**config.mk**
```make
export PLATFORM = sky130hd
export DESIGN_NAME = sflash_spi_front
export DESIGN_NICKNAME = d
export VERILOG_FILES = /design/src/rtl/sfs_pkg.sv /design/src/rtl/sfs_pin_sync.sv /design/src/rtl/sfs_op_decode.sv /design/src/rtl/sfs_out_shift.sv /design/src/rtl/sflash_spi_front.sv
export SDC_FILE = /design/constraint.sdc
export NUM_CORES = 1
export LEC_CHECK = 0
export CAP_MARGIN = 15
export CORE_MARGIN = 2
export CORE_UTILIZATION = 58
export DETAILED_ROUTE_END_ITERATION = 8
export PLACE_DENSITY = 0.8
export SYNTH_ARGS = -nofsm -noshare
export SYNTH_HDL_FRONTEND = slang
export SYNTH_SLANG_ARGS = --single-unit
```
**constraint.sdc**
```tcl
create_clock -name clk_i -period 2.7 [get_ports clk_i]
set_clock_uncertainty 0.1 [all_clocks]
set_input_delay 0.54 -clock clk_i [delete_from_list [all_inputs] [get_ports clk_i]]
set_output_delay 0.54 -clock clk_i [all_outputs]
set_load 0.005 [all_outputs]
```
**src/rtl/sfs_pkg.sv**
```systemverilog
package sfs_pkg;
  typedef enum logic [1:0] {CL_READ = 2'd0, CL_PROG = 2'd1, CL_PROT = 2'd2, CL_STAT = 2'd3} cls_e;
  typedef enum logic [1:0] {LN_1 = 2'd0, LN_2 = 2'd1, LN_4 = 2'd2} lane_e;

  localparam logic [7:0] OP_RD1 = 8'h03;
  localparam logic [7:0] OP_RD2 = 8'h3B;
  localparam logic [7:0] OP_RD4 = 8'h6B;
  localparam logic [7:0] OP_PGM = 8'h02;
  localparam logic [7:0] OP_ERS = 8'h20;
  localparam logic [7:0] OP_BLK = 8'hD8;
  localparam logic [7:0] OP_PEN = 8'h3D;
  localparam logic [7:0] OP_LCK = 8'h7F;
  localparam logic [7:0] OP_PRW = 8'hFC;
  localparam logic [7:0] OP_STS = 8'hD7;
  localparam logic [7:0] OP_INT = 8'h25;

  typedef struct packed {
    logic  known;
    cls_e  cls;
    lane_e lanes;
    logic  needs_addr;
    logic  wp_gated;
    logic  immediate;
  } dec_t;
endpackage

```
**src/rtl/sfs_pin_sync.sv**
```systemverilog
module sfs_pin_sync #(
  parameter int              WIDTH   = 5,
  parameter int              STAGES  = 2,
  parameter logic [WIDTH-1:0] RST_VAL = '0
) (
  input  logic             clk_i,
  input  logic             rst_ni,
  input  logic [WIDTH-1:0] d_i,
  output logic [WIDTH-1:0] q_o,
  output logic [WIDTH-1:0] prev_o
);
  logic [WIDTH-1:0] stage_q [STAGES];

  for (genvar g = 0; g < STAGES; g++) begin : g_stage
    if (g == 0) begin : g_first
      always_ff @(posedge clk_i or negedge rst_ni)
        if (!rst_ni) stage_q[g] <= RST_VAL;
        else         stage_q[g] <= d_i;
    end else begin : g_next
      always_ff @(posedge clk_i or negedge rst_ni)
        if (!rst_ni) stage_q[g] <= RST_VAL;
        else         stage_q[g] <= stage_q[g-1];
    end
  end

  assign q_o = stage_q[STAGES-1];

  always_ff @(posedge clk_i or negedge rst_ni)
    if (!rst_ni) prev_o <= RST_VAL;
    else         prev_o <= q_o;
endmodule

```
**src/rtl/sfs_op_decode.sv**
```systemverilog
module sfs_op_decode
  import sfs_pkg::*;
(
  input  logic [7:0] op_i,
  output dec_t       dec_o
);
  always_comb begin
    dec_o = '{known: 1'b0, cls: CL_READ, lanes: LN_1,
              needs_addr: 1'b0, wp_gated: 1'b0, immediate: 1'b0};
    unique case (op_i)
      OP_RD1: dec_o = '{1'b1, CL_READ, LN_1, 1'b1, 1'b0, 1'b0};
      OP_RD2: dec_o = '{1'b1, CL_READ, LN_2, 1'b1, 1'b0, 1'b0};
      OP_RD4: dec_o = '{1'b1, CL_READ, LN_4, 1'b1, 1'b0, 1'b0};
      OP_PGM, OP_ERS, OP_BLK:
              dec_o = '{1'b1, CL_PROG, LN_1, 1'b1, 1'b1, 1'b0};
      OP_PEN, OP_LCK:
              dec_o = '{1'b1, CL_PROT, LN_1, 1'b0, 1'b0, 1'b0};
      OP_PRW: dec_o = '{1'b1, CL_PROT, LN_1, 1'b0, 1'b1, 1'b0};
      OP_STS, OP_INT:
              dec_o = '{1'b1, CL_STAT, LN_1, 1'b0, 1'b0, 1'b1};
      default: ;
    endcase
  end
endmodule

```
**src/rtl/sfs_out_shift.sv**
```systemverilog
module sfs_out_shift
  import sfs_pkg::*;
(
  input  logic       clk_i,
  input  logic       rst_ni,
  input  logic       clr_i,
  input  logic       step_i,
  input  lane_e      lanes_i,
  input  logic [7:0] byte_i,
  output logic [3:0] nib_o,
  output logic       load_o
);
  logic [7:0] sh_q;
  logic [3:0] left_q;
  logic [3:0] step_w;

  always_comb begin
    unique case (lanes_i)
      LN_2:    step_w = 4'd2;
      LN_4:    step_w = 4'd4;
      default: step_w = 4'd1;
    endcase
  end

  always_ff @(posedge clk_i or negedge rst_ni) begin
    if (!rst_ni) begin
      sh_q <= '0; left_q <= '0; nib_o <= '0; load_o <= 1'b0;
    end else if (clr_i) begin
      sh_q <= '0; left_q <= '0; nib_o <= '0; load_o <= 1'b0;
    end else begin
      load_o <= 1'b0;
      if (step_i) begin
        if (left_q == 4'd0) begin
          nib_o  <= byte_i[7:4];
          sh_q   <= byte_i << step_w;
          left_q <= 4'd8 - step_w;
          load_o <= 1'b1;
        end else begin
          nib_o  <= sh_q[7:4];
          sh_q   <= sh_q << step_w;
          left_q <= left_q - step_w;
        end
      end
    end
  end
endmodule

```
**src/rtl/sflash_spi_front.sv**
```systemverilog
module sflash_spi_front
  import sfs_pkg::*;
#(
  parameter int PAGE_W      = 14,
  parameter int OFF_W       = 10,
  parameter int SYNC_STAGES = 2
) (
  input  logic              clk_i,
  input  logic              rst_ni,
  input  logic              cs_ni,
  input  logic              sck_i,
  input  logic              si_i,
  input  logic              wp_ni,
  input  logic              dev_rst_ni,
  input  logic              qe_i,
  input  logic              busy_i,
  input  logic [7:0]        rd_byte_i,
  output logic              rd_req_o,
  output logic [3:0]        io_o,
  output logic [3:0]        io_oe_o,
  output logic              cmd_valid_o,
  output logic [1:0]        cmd_class_o,
  output logic [7:0]        cmd_op_o,
  output logic [PAGE_W-1:0] cmd_page_o,
  output logic [OFF_W-1:0]  cmd_offset_o
);
  localparam int ADDR_W     = PAGE_W + OFF_W;
  localparam int ADDR_BYTES = ADDR_W / 8;
  localparam int BC_W       = $clog2(ADDR_BYTES + 2);
  localparam logic [BC_W-1:0] BC_ADDR_DONE = BC_W'(ADDR_BYTES + 1);
  localparam logic [BC_W-1:0] BC_LAST_ADDR = BC_W'(ADDR_BYTES);

  typedef enum logic [2:0] {S_IDLE, S_RX, S_TX, S_ARM, S_DROP} st_e;

  // pin order: cs, sck, si, wp, dev reset
  logic [4:0] pin_s, pin_p;
  logic cs_s, cs_p, sck_s, sck_p, si_s, wp_s, drst_s;

  sfs_pin_sync #(.WIDTH(5), .STAGES(SYNC_STAGES), .RST_VAL(5'b10011)) u_sync (
    .clk_i  (clk_i),
    .rst_ni (rst_ni),
    .d_i    ({cs_ni, sck_i, si_i, wp_ni, dev_rst_ni}),
    .q_o    (pin_s),
    .prev_o (pin_p)
  );

  assign {cs_s, sck_s, si_s, wp_s, drst_s} = pin_s;
  assign cs_p  = pin_p[4];
  assign sck_p = pin_p[3];

  logic cs_fall, cs_rise, sck_rise, sck_fall;
  assign cs_fall  = ~cs_s & cs_p;
  assign cs_rise  = cs_s & ~cs_p;
  assign sck_rise = sck_s & ~sck_p;
  assign sck_fall = ~sck_s & sck_p;

  st_e               state_q;
  logic [ADDR_W-1:0] sr_q, addr_q;
  logic [2:0]        bit_q;
  logic [BC_W-1:0]   byte_q;
  logic [7:0]        op_q;
  dec_t              dec_q, dec_nx;
  lane_e             lanes_q;
  logic              tog_q, busy_q;

  logic [ADDR_W-1:0] sr_nx;
  logic [7:0]        op_nx;
  assign sr_nx = {sr_q[ADDR_W-2:0], si_s};
  assign op_nx = {sr_q[6:0], si_s};

  sfs_op_decode u_dec (.op_i(op_nx), .dec_o(dec_nx));

  logic quad_live, abort;
  assign quad_live = (state_q == S_TX) && (lanes_q == LN_4);
  assign abort     = ~drst_s & ~quad_live;

  logic defer_ok;
  assign defer_ok = (bit_q == 3'd0) && (byte_q != '0) && dec_q.known &&
                    (dec_q.cls inside {CL_PROG, CL_PROT}) &&
                    (!dec_q.needs_addr || byte_q == BC_ADDR_DONE) &&
                    (!dec_q.wp_gated || wp_s);

  always_ff @(posedge clk_i or negedge rst_ni) begin
    if (!rst_ni) begin
      state_q      <= S_IDLE;
      sr_q         <= '0;
      addr_q       <= '0;
      bit_q        <= '0;
      byte_q       <= '0;
      op_q         <= '0;
      dec_q        <= '0;
      lanes_q      <= LN_1;
      tog_q        <= 1'b0;
      busy_q       <= 1'b0;
      cmd_valid_o  <= 1'b0;
      cmd_class_o  <= '0;
      cmd_op_o     <= '0;
      cmd_page_o   <= '0;
      cmd_offset_o <= '0;
    end else begin
      cmd_valid_o <= 1'b0;
      busy_q      <= busy_i;
      if (abort) begin
        state_q <= S_IDLE;
        tog_q   <= 1'b0;
      end else begin
        unique case (state_q)
          S_IDLE: if (cs_fall) begin
            state_q <= S_RX;
            bit_q   <= '0;
            byte_q  <= '0;
          end
          S_RX: begin
            if (cs_rise) begin
              state_q <= S_IDLE;
              if (defer_ok) begin
                cmd_valid_o  <= 1'b1;
                cmd_class_o  <= dec_q.cls;
                cmd_op_o     <= op_q;
                cmd_page_o   <= addr_q[ADDR_W-1:OFF_W];
                cmd_offset_o <= addr_q[OFF_W-1:0];
              end
            end else if (sck_rise) begin
              sr_q  <= sr_nx;
              bit_q <= bit_q + 3'd1;
              if (bit_q == 3'd7) begin
                if (byte_q != BC_ADDR_DONE) byte_q <= byte_q + 1'b1;
                if (byte_q == '0) begin
                  op_q  <= op_nx;
                  dec_q <= dec_nx;
                  if (!dec_nx.known) begin
                    state_q <= S_DROP;
                  end else if (dec_nx.immediate) begin
                    cmd_valid_o  <= 1'b1;
                    cmd_class_o  <= dec_nx.cls;
                    cmd_op_o     <= op_nx;
                    cmd_page_o   <= '0;
                    cmd_offset_o <= '0;
                    lanes_q      <= LN_1;
                    tog_q        <= 1'b0;
                    state_q      <= (op_nx == OP_INT) ? S_ARM : S_TX;
                  end
                end else if (byte_q == BC_LAST_ADDR) begin
                  addr_q <= sr_nx;
                  if (dec_q.cls == CL_READ) begin
                    if (dec_q.lanes == LN_4 && !qe_i) begin
                      state_q <= S_DROP;
                    end else begin
                      cmd_valid_o  <= 1'b1;
                      cmd_class_o  <= CL_READ;
                      cmd_op_o     <= op_q;
                      cmd_page_o   <= sr_nx[ADDR_W-1:OFF_W];
                      cmd_offset_o <= sr_nx[OFF_W-1:0];
                      lanes_q      <= dec_q.lanes;
                      state_q      <= S_TX;
                    end
                  end
                end
              end
            end
          end
          S_TX:   if (cs_rise) state_q <= S_IDLE;
          S_ARM: begin
            if (cs_rise) state_q <= S_IDLE;
            else if (busy_q && !busy_i) tog_q <= ~tog_q;
          end
          S_DROP: if (cs_rise) state_q <= S_IDLE;
          default: state_q <= S_IDLE;
        endcase
      end
    end
  end

  logic [3:0] nib;

  sfs_out_shift u_shift (
    .clk_i   (clk_i),
    .rst_ni  (rst_ni),
    .clr_i   (state_q != S_TX),
    .step_i  (sck_fall),
    .lanes_i (lanes_q),
    .byte_i  (rd_byte_i),
    .nib_o   (nib),
    .load_o  (rd_req_o)
  );

  always_comb begin
    io_o    = '0;
    io_oe_o = '0;
    unique case (state_q)
      S_TX: unique case (lanes_q)
        LN_2: begin io_oe_o = 4'b0011; io_o = {2'b00, nib[3], nib[2]}; end
        LN_4: begin io_oe_o = 4'b1111; io_o = nib; end
        default: begin io_oe_o = 4'b0010; io_o = {2'b00, nib[3], 1'b0}; end
      endcase
      S_ARM: begin io_oe_o = 4'b0010; io_o = {2'b00, tog_q, 1'b0}; end
      default: ;
    endcase
  end
endmodule

```
### Word-level counts from Yosys, hierarchy flattened

Cells that the tools add are included.

* $add $sub $neg: 4
* eq/ne operators: 52
* shift-type cells: 2
* multiplexer cells: 109
* bitwise gates (word level): 15
* reductions and logical operators: 43

Operators by type and width (count)
* $mux W14: 10
* $mux W8: 13
* $mux W10: 10
* $mux W3: 19
* $pmux W8 S7: 1
* $ne A3 B3 Y1 const B: 13
* $eq A8 B6 Y1 const B: 4
* $mux W2: 16
* $pmux W4 S2: 4
* $mux W1: 25
* $eq A8 B8 Y1 const B: 3
* $mux W4: 6
* $reduce_and A7 Y1: 3
* $reduce_and A10 Y1: 2
* $pmux W3 S2: 3
* $eq A8 B2 Y1 const B: 2
* $eq A8 B7 Y1 const B: 2
* $ne A2 B2 Y1 const B: 8
* $shl A8 B3 Y8: 2
* $reduce_bool A2 Y1: 7
* $reduce_bool A3 Y1: 4
* $ne A5 B5 Y1 const B: 2
* $not A1 Y1: 10
* $eq A3 B2 Y1 const B: 3
* other kinds (27): 53

* register bits after elaboration: 142
* bits of input ports: 17

### Logic depth before layout (Yosys ltp)

* word-level depth: 11
* depth in mapped cells: 11
* mapped depth without buffers: 10

### Hierarchy

A second synthesis with hierarchy kept.

* cell total of the unflattened synthesis: 599
* area, all modules: 6806.5 um^2

Modules (own cells, without submodules)
* sflash_spi_front: times used 1, cells each 424, area each 4973.5 um^2, seq. area each 2752.6 um^2
* sfs_out_shift: times used 1, cells each 119, area each 1149.9 um^2, seq. area each 425.4 um^2
* sfs_pin_sync: times used 1, cells each 20, area each 424.2 um^2, seq. area each 386.6 um^2
* sfs_op_decode: times used 1, cells each 36, area each 259.0 um^2, seq. area each 0.0 um^2

### Worst setup path after synthesis

No wires, ideal clock.

* path type: reg-to-reg
* start point: register lanes_q[1]
* end point: register u_shift.left_q[3]
* library setup time: 132 ps
* data arrival time: 2164 ps
* required time: 2468 ps
* path slack: 304 ps
* stages on the path, launching flop included: 12
* path buffers: 1
* clock period less this slack: 2396 ps
* cells stage by stage: dfrtp_1 inv_1 ha_1 clkbuf_1 clkinv_1 ha_1 nor2b_1 o21ai_0 nand2b_1 mux2_2 a21oi_1 nor2_1

* word-level cells in the longest chain between the ends: 6
* elaborated cells on any way between the ends: 8
* those cells by class: 2 x add/sub; 2 x eq/ne; 4 x mux

Ends and longest elaborated chain
* from (decl): line sflash_spi_front.sv:63 `lane_e lanes_q;`
* from (signal assigned): line sflash_spi_front.sv:154 `lanes_q <= dec_q.lanes;`
* $eq A2 B2 Y1 / $eq A2 B1 Y1 (equally long branches): line sfs_out_shift.sv:18 `unique case (lanes_i)`
* $pmux W3 S2 (*): line sfs_out_shift.sv:18
* $sub A4 B3 Y4 (on tied branches): line sfs_out_shift.sv:41, sfs_out_shift.sv:36
* $mux W4 (*): line sfs_out_shift.sv:33 `if (left_q == 4'd0) begin`
* $mux W4 (*): line sfs_out_shift.sv:32 `if (step_i) begin`
* $mux W4 (*): line sfs_out_shift.sv:28 `end else if (clr_i) begin`
* to (signal assigned): line sfs_out_shift.sv:36 `left_q <= 4'd8 - step_w;`
* to (signal assigned): line sfs_out_shift.sv:41 `left_q <= left_q - step_w;`
* to (decl): line sfs_out_shift.sv:14 `logic [3:0] left_q;`

Every way passes the cells marked *; elsewhere a longest branch is shown, timed or not. The select of a mux whose other input is x is not followed.
A chain may end at the register's enable or synchronous reset.

### Worst setup path after layout

* start point: register state_q[0]
* end point: output io_o[2]

* word-level cells in the longest chain between the ends: 2
* elaborated cells on any way between the ends: 3
* those cells by class: 2 x eq/ne; 1 x mux

Ends and longest elaborated chain
* from (decl): line sflash_spi_front.sv:57 `st_e state_q;`
* from (signal assigned): line sflash_spi_front.sv:141 `state_q <= (op_nx == OP_INT) ? S_ARM : S_TX;`
* $eq A3 B2 Y1: line sflash_spi_front.sv:190 `unique case (state_q)`
* $pmux W4 S2 (*): line sflash_spi_front.sv:190
* to (decl): line sflash_spi_front.sv:19 `output logic [3:0] io_o,`

Every way passes the cells marked *; elsewhere a longest branch is shown, timed or not.

==> results.yml <==
synthesis:
  synth_top_family_by_area: "multiplexers"
  synthTopCellsByArea: "dfrtp_1 49%, nand2_1 6.5%, mux2_4 6.3%"
  postSynthCellCount: 607
  ys_types: 59
  netlist_area_um2: 6730
  synth_edf_count: 0
  synth_top_area_frac: 0.491
  async_flop_share: 1.00
  synth-simple-area-share: 0.153
  synth_area_per_cell_um2: 11.1
  syn-num-nets: 637
  yosys-top-cells-count: "132 x dfrtp_1, 116 x nand2_1, 35 x mux2_2"
  synth.area.mux_share: 0.161
  synth_ff_type: "dfrtp_1"
  synth_most_common_cell: "dfrtp_1"
  synth-adder-area-share: 0.0268
  yosys_warnings: 0
  yosysSeqAreaShare: 0.518
  synth_seq_cells: 139
  synth_compound_area_frac: 0.0949
  synth_top_cell_by_area: "dfrtp_1"
  synth-xor-area-share: 0.00391
cts:
  cts_root_buf: "clkbuf_16"
  path_clk_slew_ps: 50
  cts_sinks: 139
  cts_tree: "yes"
  insertion_delay_ps: 420
  htreeDepth: 4
  clockBufferDepth: 2
  numCtsBuffers: 17
worst_setup_path:
  crit_required_ps: 2060
  critPathArrivalTime_ps: 1950
  crit_type: "flip-flop to output pin"
  end_kind: "output pin"
  crit_fanout: 9
  start_kind: "flip-flop"
route:
  post-route-drc-count: 0
  drtPass1Iterations: 5
  drt-total-wl_mm: 14.8
  via_per_inst: 5.75
  wl_per_cell_um: 17.7
  vias: 4805
  drt_iter0_markers: 354
  ant_nets: 0
timing:
  slew_headroom: 0.604
  period_needed_ps: 2590
  final_max_slew_viol_count: 0
  setup_tns_ps: 0
  worst_slew_pin_slew_ps: 588
  fin_crit_sh: 0.958
  rsz0062_at_grt: "false"
  hold_viol: 0
  setup-violations-final: 0
  fmax_ghz: 0.387
grt:
  grt_pass1_vias: 5009
  grt_util_all_layers: 0.253
  grt_pass1_wl_mm: 25.0
  antenna_found_initial: 0
  grt_max_degree: 54
  grt_overflow: 0
place:
  port_buffers: 60
  place_area_um2: 7560
  place_congestion: 0.894
  hpwlAfterDp_mm: 9.81
pwr:
  p_total_w: 0.00484
  power.density_nw_per_um2: 593
  p_leak_nw: 3.97
  ir_drop_mv: 0.520
finish:
  final_nets: 710
  n_fill_cell: 802
  finalInstanceArea_um2: 8160
  final_util: 0.718
  num_antenna_cells: 0
  drive_gt1_frac: 0.221
  syn_to_final_growth_pct: 21.4
min_path:
  hp-class: "flip-flop to flip-flop"
floorplanning:
  start_util: 0.592
  core.rowCount: 39
  core_area_um2: 11400
  die-area_um2: 12500
  dieHeight_um: 112
  dieWidth_um: 112
  io_pins: 61
flow_run:
  maxCapViolCount: 0
status:
  status: "complete, no violations"
stage by stage:
stage                     cells  setup slack (ps)  hold slack (ps)
after global routing        836              43.5              259
final                       836               114              251
after global placement      801              37.3              236
after detailed placement    801              6.39              239
after CTS                   835              10.9              251
after floorplan             607               304              144
layout by cell type (no fill, tap or decap), types with 13 or more instances in the layout:
cell / n
a21oi_1: 13
a22o_1: 27
buf_4: 30
clkbuf_16: 17
clkdlybuf4s50_1: 57
dfrtp_1: 130
inv_1: 17
mux2_2: 35
mux2_4: 28
nand2_1: 116
nand3_1: 13
nor2_1: 30
o21ai_0: 20
final cells by class:
class,instances,area [um^2],share of cell area
Sequential cell,139,3490,0.427
Multi-Input combinational cell,407,2980,0.366
Timing Repair Buffer,94,890,0.109
Clock buffer,25,475,0.0582
Tap cell,143,179,0.0219
Inverter,21,78.8,0.00966
Clock inverter,7,66.3,0.00812
routing by layer:
layer / GRT usage / vias to the layer above / part of all wire
met4: 0.0815 / 0 / 0.012
met5: 0 / - / 0
met1: 0.331 / 2440 / 0.44
met3: 0.0631 / 16 / 0.038
met2: 0.418 / 96 / 0.51
li1: - / 2253 / -
registers in the layout, summed over array words and instances (netlist names):
name,cells
busy_q,1
state_q,3
cmd_op_o,8
cmd_page_o,14
u_sync.prev_o,2
u_shift.sh_q,8
cmd_valid_o,1
lanes_q,2
u_shift.left_q,4
tog_q,1
op_q,8
sr_q,23
addr_q,24
u_sync.q_o,5
dec_q,7
u_sync.stage_q,5
u_shift.nib_o,4
cmd_class_o,2
u_shift.load_o,1
bit_q,3
cmd_offset_o,10
byte_q,3
logic make-up (layout without fill, tap and decap cells):
kind of cell	count (synthesis)	after routing
xor gates and xnor gates	3	3
AOI/OAI and AO/OA	92	92
muxes	84	84
buffers and inverters	61	147
DFF	139	139
adders and majority gates	14	14
and+or+nand+nor	214	214
worst paths after layout:
check	startpoint	to	slack, ps	cells past startpoint
min reg2reg	u_sync.stage_q[7]	u_sync.q_o[2]	250	0
max in group asynchronous	rst_ni	u_sync.q_o[4]	1290	3
max	state_q[0]	io_o[2]	110	4
min	u_sync.stage_q[7]	u_sync.q_o[2]	250	0
max reg2reg	state_q[2]	cmd_page_o[13]	170	7
min in group asynchronous	rst_ni	byte_q[0]	550	2
worst max-delay path, stage by stage (launching register included):
cell	delay, ps
dfrtp_1	390
buf_4	170
nor2_1	270
and3_1	200
clkdlybuf4s50_1	510
power breakdown:
group          switching, W  leakage [nW]  internal, W  total (W)
combinational      0.000287          1.82     0.000188   0.000475
clock              0.000826         0.265      0.00131    0.00214
sequential        0.0000870          1.88      0.00214    0.00223
total               0.00120          3.97      0.00364    0.00484
what timing repair did:
| item | in CTS | in global routing |
|---|---|---|
| setup endpoints to repair | 5 | 1 |
| hold buffers | 1 | 0 |
| endpoints found under the hold margin | 47 | 0 |
| gates resized for setup | 8 | 2 |
| buffers inserted | 1 | 1 |
| gates cloned | 0 | 0 |
Power figures use the tool's default switching activity.
